<file path="src/rtl/vip_pkg.sv">
package vip_pkg;

  // Source selected onto the read data bus in a given cycle.
  typedef enum logic [1:0] {
    SEL_NONE = 2'd0,
    SEL_VEC  = 2'd1,
    SEL_IN   = 2'd2,
    SEL_OUT  = 2'd3
  } rd_sel_e;

endpackage

</file>
<file path="src/rtl/vip_decode.sv">
module vip_decode
  import vip_pkg::*;
#(
  parameter int AW = 16,
  parameter logic [AW-1:0] IN_ADDR  = 16'h8000,
  parameter logic [AW-1:0] OUT_ADDR = 16'h8001
) (
  input  logic [AW-1:0] bus_addr,
  input  logic          bus_rd,
  input  logic          bus_wr,
  input  logic          inta,
  input  logic          irq,
  output rd_sel_e       sel,
  output logic          rd_in_clr,
  output logic          wr_out
);

  logic hit_in;
  logic hit_out;
  logic ack_live;

  assign hit_in   = (bus_addr == IN_ADDR);
  assign hit_out  = (bus_addr == OUT_ADDR);
  assign ack_live = inta & irq;

  always_comb begin
    if (ack_live)               sel = SEL_VEC;
    else if (bus_rd && hit_in)  sel = SEL_IN;
    else if (bus_rd && hit_out) sel = SEL_OUT;
    else                        sel = SEL_NONE;
  end

  // A read issued under an active acknowledge is not a servicing read.
  assign rd_in_clr = bus_rd & hit_in & ~ack_live;
  assign wr_out    = bus_wr & hit_out;

endmodule

</file>
<file path="src/rtl/vip_capture.sv">
module vip_capture #(
  parameter int DW = 8
) (
  input  logic          clk,
  input  logic          rst_n,
  input  logic          cap,
  input  logic [DW-1:0] cap_data,
  input  logic          clr,
  output logic [DW-1:0] data_q,
  output logic          irq_q,
  output logic          ovf_q
);

  always_ff @(posedge clk or negedge rst_n) begin
    if (!rst_n) begin
      data_q <= '0;
      irq_q  <= 1'b0;
      ovf_q  <= 1'b0;
    end else begin
      if (cap) begin
        data_q <= cap_data;
        irq_q  <= 1'b1;
        if (irq_q) ovf_q <= 1'b1;
      end else if (clr) begin
        irq_q <= 1'b0;
      end
    end
  end

endmodule

</file>
<file path="src/rtl/vip_outreg.sv">
module vip_outreg #(
  parameter int DW = 8
) (
  input  logic          clk,
  input  logic          rst_n,
  input  logic          wr,
  input  logic [DW-1:0] wdata,
  output logic [DW-1:0] q
);

  always_ff @(posedge clk or negedge rst_n) begin
    if (!rst_n)  q <= '0;
    else if (wr) q <= wdata;
  end

endmodule

</file>
<file path="src/rtl/vip_vecgen.sv">
module vip_vecgen #(
  parameter int DW         = 8,
  parameter bit TABLE_MODE = 1'b0,
  parameter int VEC_ADDR   = 16,
  parameter int IDX_W      = 3,
  parameter int VEC_IDX    = 5
) (
  output logic [DW-1:0] vec
);

  generate
    if (TABLE_MODE) begin : g_table
      localparam logic [IDX_W-1:0] IDX = IDX_W'(VEC_IDX);
      assign vec = DW'(IDX);
    end else begin : g_full
      assign vec = DW'(VEC_ADDR);
    end
  endgenerate

endmodule

</file>
<file path="src/rtl/vec_irq_periph.sv">
module vec_irq_periph
  import vip_pkg::*;
#(
  parameter int DW         = 8,
  parameter int AW         = 16,
  parameter logic [AW-1:0] IN_ADDR  = 16'h8000,
  parameter logic [AW-1:0] OUT_ADDR = 16'h8001,
  parameter bit TABLE_MODE = 1'b0,
  parameter int VEC_ADDR   = 16,
  parameter int IDX_W      = 3,
  parameter int VEC_IDX    = 5
) (
  input  logic          clk,
  input  logic          rst_n,
  input  logic          in_valid,
  output logic          in_ready,
  input  logic [DW-1:0] in_data,
  input  logic [AW-1:0] bus_addr,
  input  logic          bus_rd,
  input  logic          bus_wr,
  input  logic [DW-1:0] bus_wdata,
  output logic [DW-1:0] bus_rdata,
  output logic          bus_oe,
  input  logic          inta,
  output logic          irq,
  output logic          ovf,
  output logic [DW-1:0] out_data
);

  rd_sel_e       rd_sel;
  logic          rd_clr;
  logic          wr_out;
  logic [DW-1:0] in_q;
  logic [DW-1:0] vec;

  assign in_ready = 1'b1;

  vip_decode #(.AW(AW), .IN_ADDR(IN_ADDR), .OUT_ADDR(OUT_ADDR)) u_dec (
    .bus_addr (bus_addr),
    .bus_rd   (bus_rd),
    .bus_wr   (bus_wr),
    .inta     (inta),
    .irq      (irq),
    .sel      (rd_sel),
    .rd_in_clr(rd_clr),
    .wr_out   (wr_out)
  );

  vip_capture #(.DW(DW)) u_cap (
    .clk     (clk),
    .rst_n   (rst_n),
    .cap     (in_valid),
    .cap_data(in_data),
    .clr     (rd_clr),
    .data_q  (in_q),
    .irq_q   (irq),
    .ovf_q   (ovf)
  );

  vip_outreg #(.DW(DW)) u_out (
    .clk  (clk),
    .rst_n(rst_n),
    .wr   (wr_out),
    .wdata(bus_wdata),
    .q    (out_data)
  );

  vip_vecgen #(
    .DW(DW), .TABLE_MODE(TABLE_MODE), .VEC_ADDR(VEC_ADDR),
    .IDX_W(IDX_W), .VEC_IDX(VEC_IDX)
  ) u_vec (
    .vec(vec)
  );

  always_comb begin
    unique case (rd_sel)
      SEL_VEC: begin bus_rdata = vec;      bus_oe = 1'b1; end
      SEL_IN:  begin bus_rdata = in_q;     bus_oe = 1'b1; end
      SEL_OUT: begin bus_rdata = out_data; bus_oe = 1'b1; end
      default: begin bus_rdata = '0;       bus_oe = 1'b0; end
    endcase
  end

endmodule

</file>
<file path="config.mk">
export PLATFORM = sky130hd
export DESIGN_NAME = vec_irq_periph
export DESIGN_NICKNAME = d
export VERILOG_FILES = /design/src/rtl/vip_pkg.sv /design/src/rtl/vip_decode.sv /design/src/rtl/vip_capture.sv /design/src/rtl/vip_outreg.sv /design/src/rtl/vip_vecgen.sv /design/src/rtl/vec_irq_periph.sv
export SDC_FILE = /design/constraint.sdc
export NUM_CORES = 1
export LEC_CHECK = 0
export BUFFER_PORTS_ARGS = -buffer_cell sky130_fd_sc_hd__buf_4
export CORE_MARGIN = 1
export CORE_UTILIZATION = 41
export CTS_BUF_LIST = sky130_fd_sc_hd__clkbuf_4 sky130_fd_sc_hd__clkbuf_8 sky130_fd_sc_hd__clkbuf_16
export DETAILED_ROUTE_END_ITERATION = 8
export MAX_ROUTING_LAYER = met4
export PLACE_DENSITY_LB_ADDON = 0.2
export SYNTH_ARGS = -nofsm -noshare
export SYNTH_HDL_FRONTEND = slang
export SYNTH_SLANG_ARGS = --single-unit
</file>
<file path="constraint.sdc">
create_clock -name clk -period 1.7 [get_ports clk]
set_clock_uncertainty 0.05 [all_clocks]
set_input_delay 0.17 -clock clk [delete_from_list [all_inputs] [get_ports clk]]
set_output_delay 0.17 -clock clk [all_outputs]
set_load 0.01 [all_outputs]
</file>
==> out/qor.yml, run 1 <==
outcome:
  outcome: "finished, violations left"
  violations: "setup timing"
grt:
  grt_use_met2: 0.431
  antenna_found_initial: 0
  first_global_vias: 825
  busiest_layer: "met2"
  overflow: 0
  grt_max_degree: 19
  grtUsageMet1: 0.248
  grtUsageTotal: 0.230
  grt_pass1_wl_um: 3930
  grt_use_met3: 0.0405
clock_network:
  cts.path.max_buffers: 2
  clock_latency_ns: 0.29
  clk_transition_reported_paths_ns: 0.10
  cts_root_buffer: "clkbuf_4"
  ctsHtreeMaxLevel: 1
  cts_buffers: 3
  cts_sinks: 18
  cts_tree: "built"
floorplan:
  die_h_um: 49.0
  pin_count: 58
  initial_core_util: 0.449
  dieArea_um2: 2400
  die_width_um: 49.0
  core_um2: 2020
  core.rowCount: 16
yosys:
  ys_seq_area_frac: 0.497
  synth_most_common_cell: "dfrtp_1"
  synth.distinct_cells: 20
  yosys.area.top_type: "dfrtp_1"
  yosys_register_bits: 18
  synth_warnings: 0
  avgSynthCellArea_um2: 13.0
  yosysTopAreaCellShare: 0.497
  async_flop_share: 1.00
  synth_edf_count: 0
  synth_cells: 70
  syn_nets: 108
  syn_area_um2: 907
  synthTopCellsByCount: "18 x dfrtp_1, 8 x mux2_2, 8 x mux2_4, 8 x mux2i_1, 8 x nor2_1"
  synthTopCellsByArea: "dfrtp_1 50%, mux2_4 13%, mux2_2 9.9%"
  postSynth.topFlopCell: "dfrtp_1"
run:
  drv_cap: 0
sta:
  max_freq_mhz: 544
  drv_slew: 0
  finalSetupViolCount: 9
  rsz0062_at_grt: "yes"
  finalHoldViolCount: 0
  period_share: 1.08
  fin_crit_ns: 1.84
  fin_ws_ns: -0.138
drt:
  first_pass_iters: 2
  routed_wl_um: 2420
  vias: 776
  via_per_inst: 4.91
  ant_nets: 0
  drtIter0Drc: 4
  drc: 0
  wl_per_cell_um: 15.3
finish:
  fin_util: 0.752
  fin_cells: 158
  diodes: 0
  layout-drive-gt1-share: 0.725
  fin_nets: 170
  finish.instance_area_um2: 1520
  syn2layout_area_growth_pct: 67.7
min_path:
  hold_path_class: "input port to register"
  holdCritStartpoint: "bus_wdata[1]"
power:
  peakVddDrop_mv: 0.622
  seq_power_share: 0.525
  swShare: 0.227
  fin_total_pwr_w: 0.000868
  p_per_area_nw_per_um2: 570
  combPwrFrac: 0.173
  power.leakage_nw: 0.762
  power.switching_w: 0.000197
  clkPwrFrac: 0.302
  p_int_w: 0.000671
setup_path:
  path_class: "input port to primary output"
  crit_arrival_ns: 1.62
  startpoint: "bus_addr[8]"
  crit_slowest_cell: "or4_4"
  crit_path_frequent_cell: "buf_6"
  start_kind: "input port"
  cp.required_ns: 1.48
  max_stage_delay_ns: 0.55
  path_max_fanout: 7
  crit_chain: "buf_4, or4_4, nor4_4, nand3_1, buf_6, nor2_4, buf_6"
  rr_startpoint: "u_out.q[0]$_DFFE_PN0P_"
  end_kind: "primary output"
placement:
  hpwl_um: 1670
  portBuffers: 56
  dp_slack_ns: -0.259
  dpl.cell_count: 153
  gp_congestion: 0.751
  dpl_cell_area_um2: 1370
-- routing by layer --
| metal | vias up | share of wire |
|---|---|---|
| met4 | 0 | 0.017 |
| met1 | 371 | 0.38 |
| met3 | 4 | 0.052 |
| met5 | - | 0 |
| met2 | 32 | 0.55 |
| li1 | 369 | - |
-- layout make-up --
type | count | area [µm²]
tap | 27 | 33.8
timing repair buffer | 61 | 498
multi-input combinational | 48 | 503
sequential | 18 | 450
clock buffer | 4 | 36.3
fill | 133 | 500
-- timing repair --
| item | 4_1_cts | 5_1_grt |
|---|---|---|
| gates resized for setup | 28 | 0 |
| endpoints found under the setup margin | 9 | 9 |
| endpoints found under the hold margin | 18 | 0 |
| buffers inserted | 0 | 0 |
| pin swaps | 15 | 4 |
| cloned | 0 | 0 |
| hold buffers | 1 | 0 |
-- cells by family (layout without fill, tap and decap cells) --
group	Yosys count	count (layout)	share of synthesized area
AO/OA/AOI/OAI	3	3	0.0221
buffers and inverters	4	65	0.0303
flip-flops	18	18	0.497
multiplexers	24	24	0.320
other	1	1	0.00413
AND/OR/NAND/NOR	20	20	0.127
-- critical path: cells and delay by family --
| family | cells | cell delay [ns] |
|---|---|---|
| simple gates | 4 | 1.04 |
| buf+inv | 3 | 0.39 |
-- sequential cells by signal, summed over array words and instances (netlist names) --
| name | cells |
|---|---|
| u_cap.data_q | 8 |
| u_cap.irq_q | 1 |
| u_cap.ovf_q | 1 |
| u_out.q | 8 |
-- per-stage QoR --
| stage | hold slack [ns] | TNS [ns] |
|---|---|---|
| CTS | 0.0460 | -0.998 |
| floorplan | -0.176 | -0.950 |
| finish | 0.0516 | -1.01 |
| global route | 0.0405 | -1.34 |
| global placement | -0.00272 | -3.43 |
| detailed placement | -0.000756 | -3.64 |
-- cells in the final DEF (no fill, tap or decap), drive strengths merged --
| cell type | synthesis | layout |
|---|---|---|
| nand3 | 2 | 2 |
| or3 | 1 | 1 |
| o21ai | 1 | 1 |
| or4b | 1 | 1 |
| clkbuf | 1 | 4 |
| nand2 | 3 | 3 |
| buf | 3 | 60 |
| dlygate4sd3 | 0 | 1 |
| or4 | 2 | 2 |
| a21o | 2 | 2 |
| conb | 1 | 1 |
| nor2 | 8 | 8 |
| nor4 | 2 | 2 |
| and3 | 1 | 1 |
| mux2 | 16 | 16 |
| mux2i | 8 | 8 |
| dfrtp | 18 | 18 |
-- path summary, 6_finish.rpt --
check                                         endpoint  slack (ns)  cells after the start
min in group asynchronous       u_out.q[6]$_DFFE_PN0P_        0.22                      2
setup / recovery                          bus_rdata[0]       -0.14                      7
max in group asynchronous  u_cap.data_q[5]$_DFFE_PN0P_        1.19                      2
setup reg to reg                u_out.q[0]$_DFFE_PN0P_        0.85                      1
hold reg to reg                u_cap.ovf_q$_DFFE_PN0P_        0.42                      1
hold / removal                  u_out.q[1]$_DFFE_PN0P_        0.05                      2
-- power by group through the flow --
stage          sequential, W  combinational, W  clock (W)
2_1_floorplan       0.000462         0.0000522          0
3_3_place_gp        0.000464          0.000130          0
3_5_place_dp        0.000465          0.000133          0
4_1_cts             0.000456          0.000149   0.000269
5_1_grt             0.000459          0.000162   0.000283
6_report            0.000456          0.000150   0.000262
No activity file was read; power rests on OpenSTA's default activity.
==> inputs of run 2 (changes only) <==
--- a/config.mk
+++ b/config.mk
@@ -7,11 +7,12 @@
 export LEC_CHECK = 0
 export BUFFER_PORTS_ARGS = -buffer_cell sky130_fd_sc_hd__buf_4
 export CORE_MARGIN = 1
-export CORE_UTILIZATION = 41
+export CORE_UTILIZATION = 45
 export CTS_BUF_LIST = sky130_fd_sc_hd__clkbuf_4 sky130_fd_sc_hd__clkbuf_8 sky130_fd_sc_hd__clkbuf_16
 export DETAILED_ROUTE_END_ITERATION = 8
 export MAX_ROUTING_LAYER = met4
 export PLACE_DENSITY_LB_ADDON = 0.2
 export SYNTH_ARGS = -nofsm -noshare
 export SYNTH_HDL_FRONTEND = slang
+export SYNTH_HIERARCHICAL = 1
 export SYNTH_SLANG_ARGS = --single-unit
==> out/qor.yml, run 2 <==
sta:
  fin_ws_ns: -0.178  # -0.0405 ns
  fin_crit_ns: 1.88  # +0.0405 ns
  rsz0062_at_grt: "yes"
  period_share: 1.10  # +0.0238
  whs_ns: 0.0447  # -0.00687 ns
  max_freq_mhz: 532  # -2.2%
  finalHoldViolCount: 0  # unchanged
  drv_slew: 0  # unchanged
  finalSetupViolCount: 9  # unchanged
setup_path:
  end_kind: "primary output"
  r2r_slack_ns: 0.46  # -0.39 ns
  path_max_fanout: 9  # +2
  cp.required_ns: 1.48  # about the same
  r2r.worst_path.cells: 5  # +4
  crit_chain: "buf_4, nand2_2, o21ai_4, buf_4, or2_2, buf_4"
  rr_startpoint: "u_cap/irq_q$_DFFE_PN0P_"
  startpoint: "u_cap/irq_q$_DFFE_PN0P_"
  start_kind: "register"
  crit_path_frequent_cell: "buf_4"
  max_stage_delay_ns: 0.42  # -0.13 ns
  crit_path_end: "bus_oe"
  path_class: "register to primary output"
  crit_slowest_cell: "dfrtp_1"
  worstReg2RegEnd: "u_cap/irq_q$_DFFE_PN0P_"
  crit_arrival_ns: 1.66  # +0.04 ns
yosys:
  synth_cells: 87  # +24%
  async_flop_share: 1.00  # unchanged
  synth_warnings: 6  # +6
  synth_most_common_cell: "dfrtp_1"
  yosys.area.top_type: "dfrtp_1"
  synth.distinct_cells: 22  # +10%
  ys_seq_area_frac: 0.391  # -0.105
  postSynth.topFlopCell: "dfrtp_1"
  avgSynthCellArea_um2: 13.2  # +2.1%
  yosys_register_bits: 18  # unchanged
  synthTopCellsByArea: "dfrtp_1 39%, mux2_4 22%, mux2_2 6.8%"
  yosysTopAreaCellShare: 0.391  # -0.105
  syn_area_um2: 1150  # +27%
  synth_edf_count: 0  # unchanged
  synthTopCellsByCount: "18 x dfrtp_1, 17 x mux2_4, 9 x buf_4, 8 x a22o_1, 7 x mux2_2"
clock_network:
  cts_root_buffer: "clkbuf_4"
  cts_sinks: 18  # unchanged
  cts.path.max_buffers: 2  # unchanged
  clk_transition_reported_paths_ns: 0.10  # about the same
  cts_buffers: 3  # unchanged
  cts_tree: "built"
  ctsHtreeMaxLevel: 1  # unchanged
  clock_latency_ns: 0.30  # about the same
floorplan:
  dieArea_um2: 2760  # +15%
  die_width_um: 52.6  # +7.2%
  core_um2: 2320  # +15%
  initial_core_util: 0.496  # +0.0479
  core.rowCount: 17  # +1
  die_h_um: 52.6  # +7.2%
  pin_count: 58  # unchanged
grt:
  grt_max_degree: 19  # unchanged
  grtUsageTotal: 0.225  # -0.00537
  overflow: 0  # unchanged
  antenna_found_initial: 0  # unchanged
  first_global_vias: 896  # +8.6%
  grt_pass1_wl_um: 4110  # +4.7%
finish:
  reg_top3: "u_cap/data_q x8, u_out/q x8"
  finish.instance_area_um2: 1750  # +15%
  layout_commonest_cell: "buf_4"
  layout-drive-gt1-share: 0.725  # about the same
  syn2layout_area_growth_pct: 52.1
  final_cell_mix: "55 x buf_4, 18 x mux2_4, 18 x dfrtp_1, 14 x buf_6, 9 x conb_1"
  fin_nets: 192  # +13%
  diodes: 0  # unchanged
placement:
  gp_congestion: 0.679  # -9.6%
  dpl_cell_area_um2: 1600  # +16%
  portBuffers: 56  # unchanged
  hpwl_um: 1870  # +12%
power:
  clkPwrFrac: 0.284  # -0.018
  swShare: 0.236  # +0.00908
  p_int_w: 0.000711  # +6.0%
  power.leakage_nw: 0.873  # +15%
  seq_power_share: 0.494  # -0.031
  p_per_area_nw_per_um2: 531  # -6.8%
  peakVddDrop_mv: 0.552  # -11%
  power.switching_w: 0.000219  # +12%
  combPwrFrac: 0.223  # +0.050
outcome:
  violations: "setup timing"
  outcome: "finished, violations left"
run:
  drv_cap: 0  # unchanged
drt:
  vias: 901  # +16%
  drtIter0Drc: 9  # +5
  first_pass_iters: 4  # +2
  drc: 0  # unchanged
  ant_nets: 0  # unchanged
  via_per_inst: 4.98  # +1.4%
  routed_wl_um: 2680  # +11%
  wl_per_cell_um: 14.8  # -3.3%
min_path:
  hold_path_class: "input port to register"
## run 2: cells by family after synthesis
family | Yosys count | synth area share
flip-flops | 18 | 0.391
multiplexers | 24 | 0.290
other | 3 | 0.00978
buffers and inverters | 16 | 0.103
AND/OR/NAND/NOR | 14 | 0.121
AO/OA/AOI/OAI | 12 | 0.0848
## run 2: power groups by stage
stage	logic, W	registers, W	clock network [W]
after CTS	0.000204	0.000459	0.000275
after detailed placement	0.000187	0.000467	0
final	0.000207	0.000459	0.000264
after floorplan	0.0000946	0.000463	0
after global routing	0.000222	0.000461	0.000292
after global placement	0.000182	0.000465	0
## run 2: worst min-delay path by stage
stage	from	end	slack (ns)	cells after the start
after floorplan	rst_n	u_cap/data_q[0]$_DFFE_PN0P_	-0.18	0
after global placement	rst_n	u_out/q[0]$_DFFE_PN0P_	0.0004	1
after detailed placement	rst_n	u_out/q[0]$_DFFE_PN0P_	0.002	1
after CTS	bus_wdata[7]	u_out/q[7]$_DFFE_PN0P_	0.03	2
after global routing	in_data[1]	u_cap/data_q[1]$_DFFE_PN0P_	0.03	2
final	in_data[6]	u_cap/data_q[6]$_DFFE_PN0P_	0.04	2
## run 2: cell type report
class / instances / area [µm²]
tap: 28 / 35.0
inverter: 2 / 7.51
sequential: 18 / 450
timing repair buffer: 70 / 581
fill: 152 / 568
clock buffer: 4 / 36.3
multi-input combinational: 59 / 641
## run 2: metal layers
metal	up-vias	GRT usage	wire, µm
met5	-	-	0
met4	0	0.105	46
met3	4	0.0551	181
met2	41	0.363	1290
met1	433	0.263	1160
li1	423	-	-
## run 2: what timing repair did
item                                    CTS  global route
hold endpoints to repair                 18             0
gates resized for setup                  17             4
pin swaps                                 7             8
buffers inserted                          2             2
hold buffers                              1             0
endpoints found under the setup margin    9             9
## run 2: per-stage QoR
step           worst slack (ns)  utilization  cells  TNS (ns)  power [W]
2_1_floorplan            0.0247            -     93         0   0.000558
3_3_place_gp             -0.184        0.689    173    -0.975   0.000648
3_5_place_dp             -0.207        0.689    173     -1.11   0.000654
4_1_cts                  -0.137        0.740    179    -0.987   0.000938
5_1_grt                  -0.238        0.755    181     -1.99   0.000976
6_report                 -0.178        0.755    181     -1.34   0.000930
## run 2: worst max-delay path: cells and delay by family, from the launching register on
| family | cells | cell delay, ns |
|---|---|---|
| buf+inv | 3 | 0.47 |
| flops | 1 | 0.42 |
| simple gates | 2 | 0.39 |
| compound gates | 1 | 0.07 |
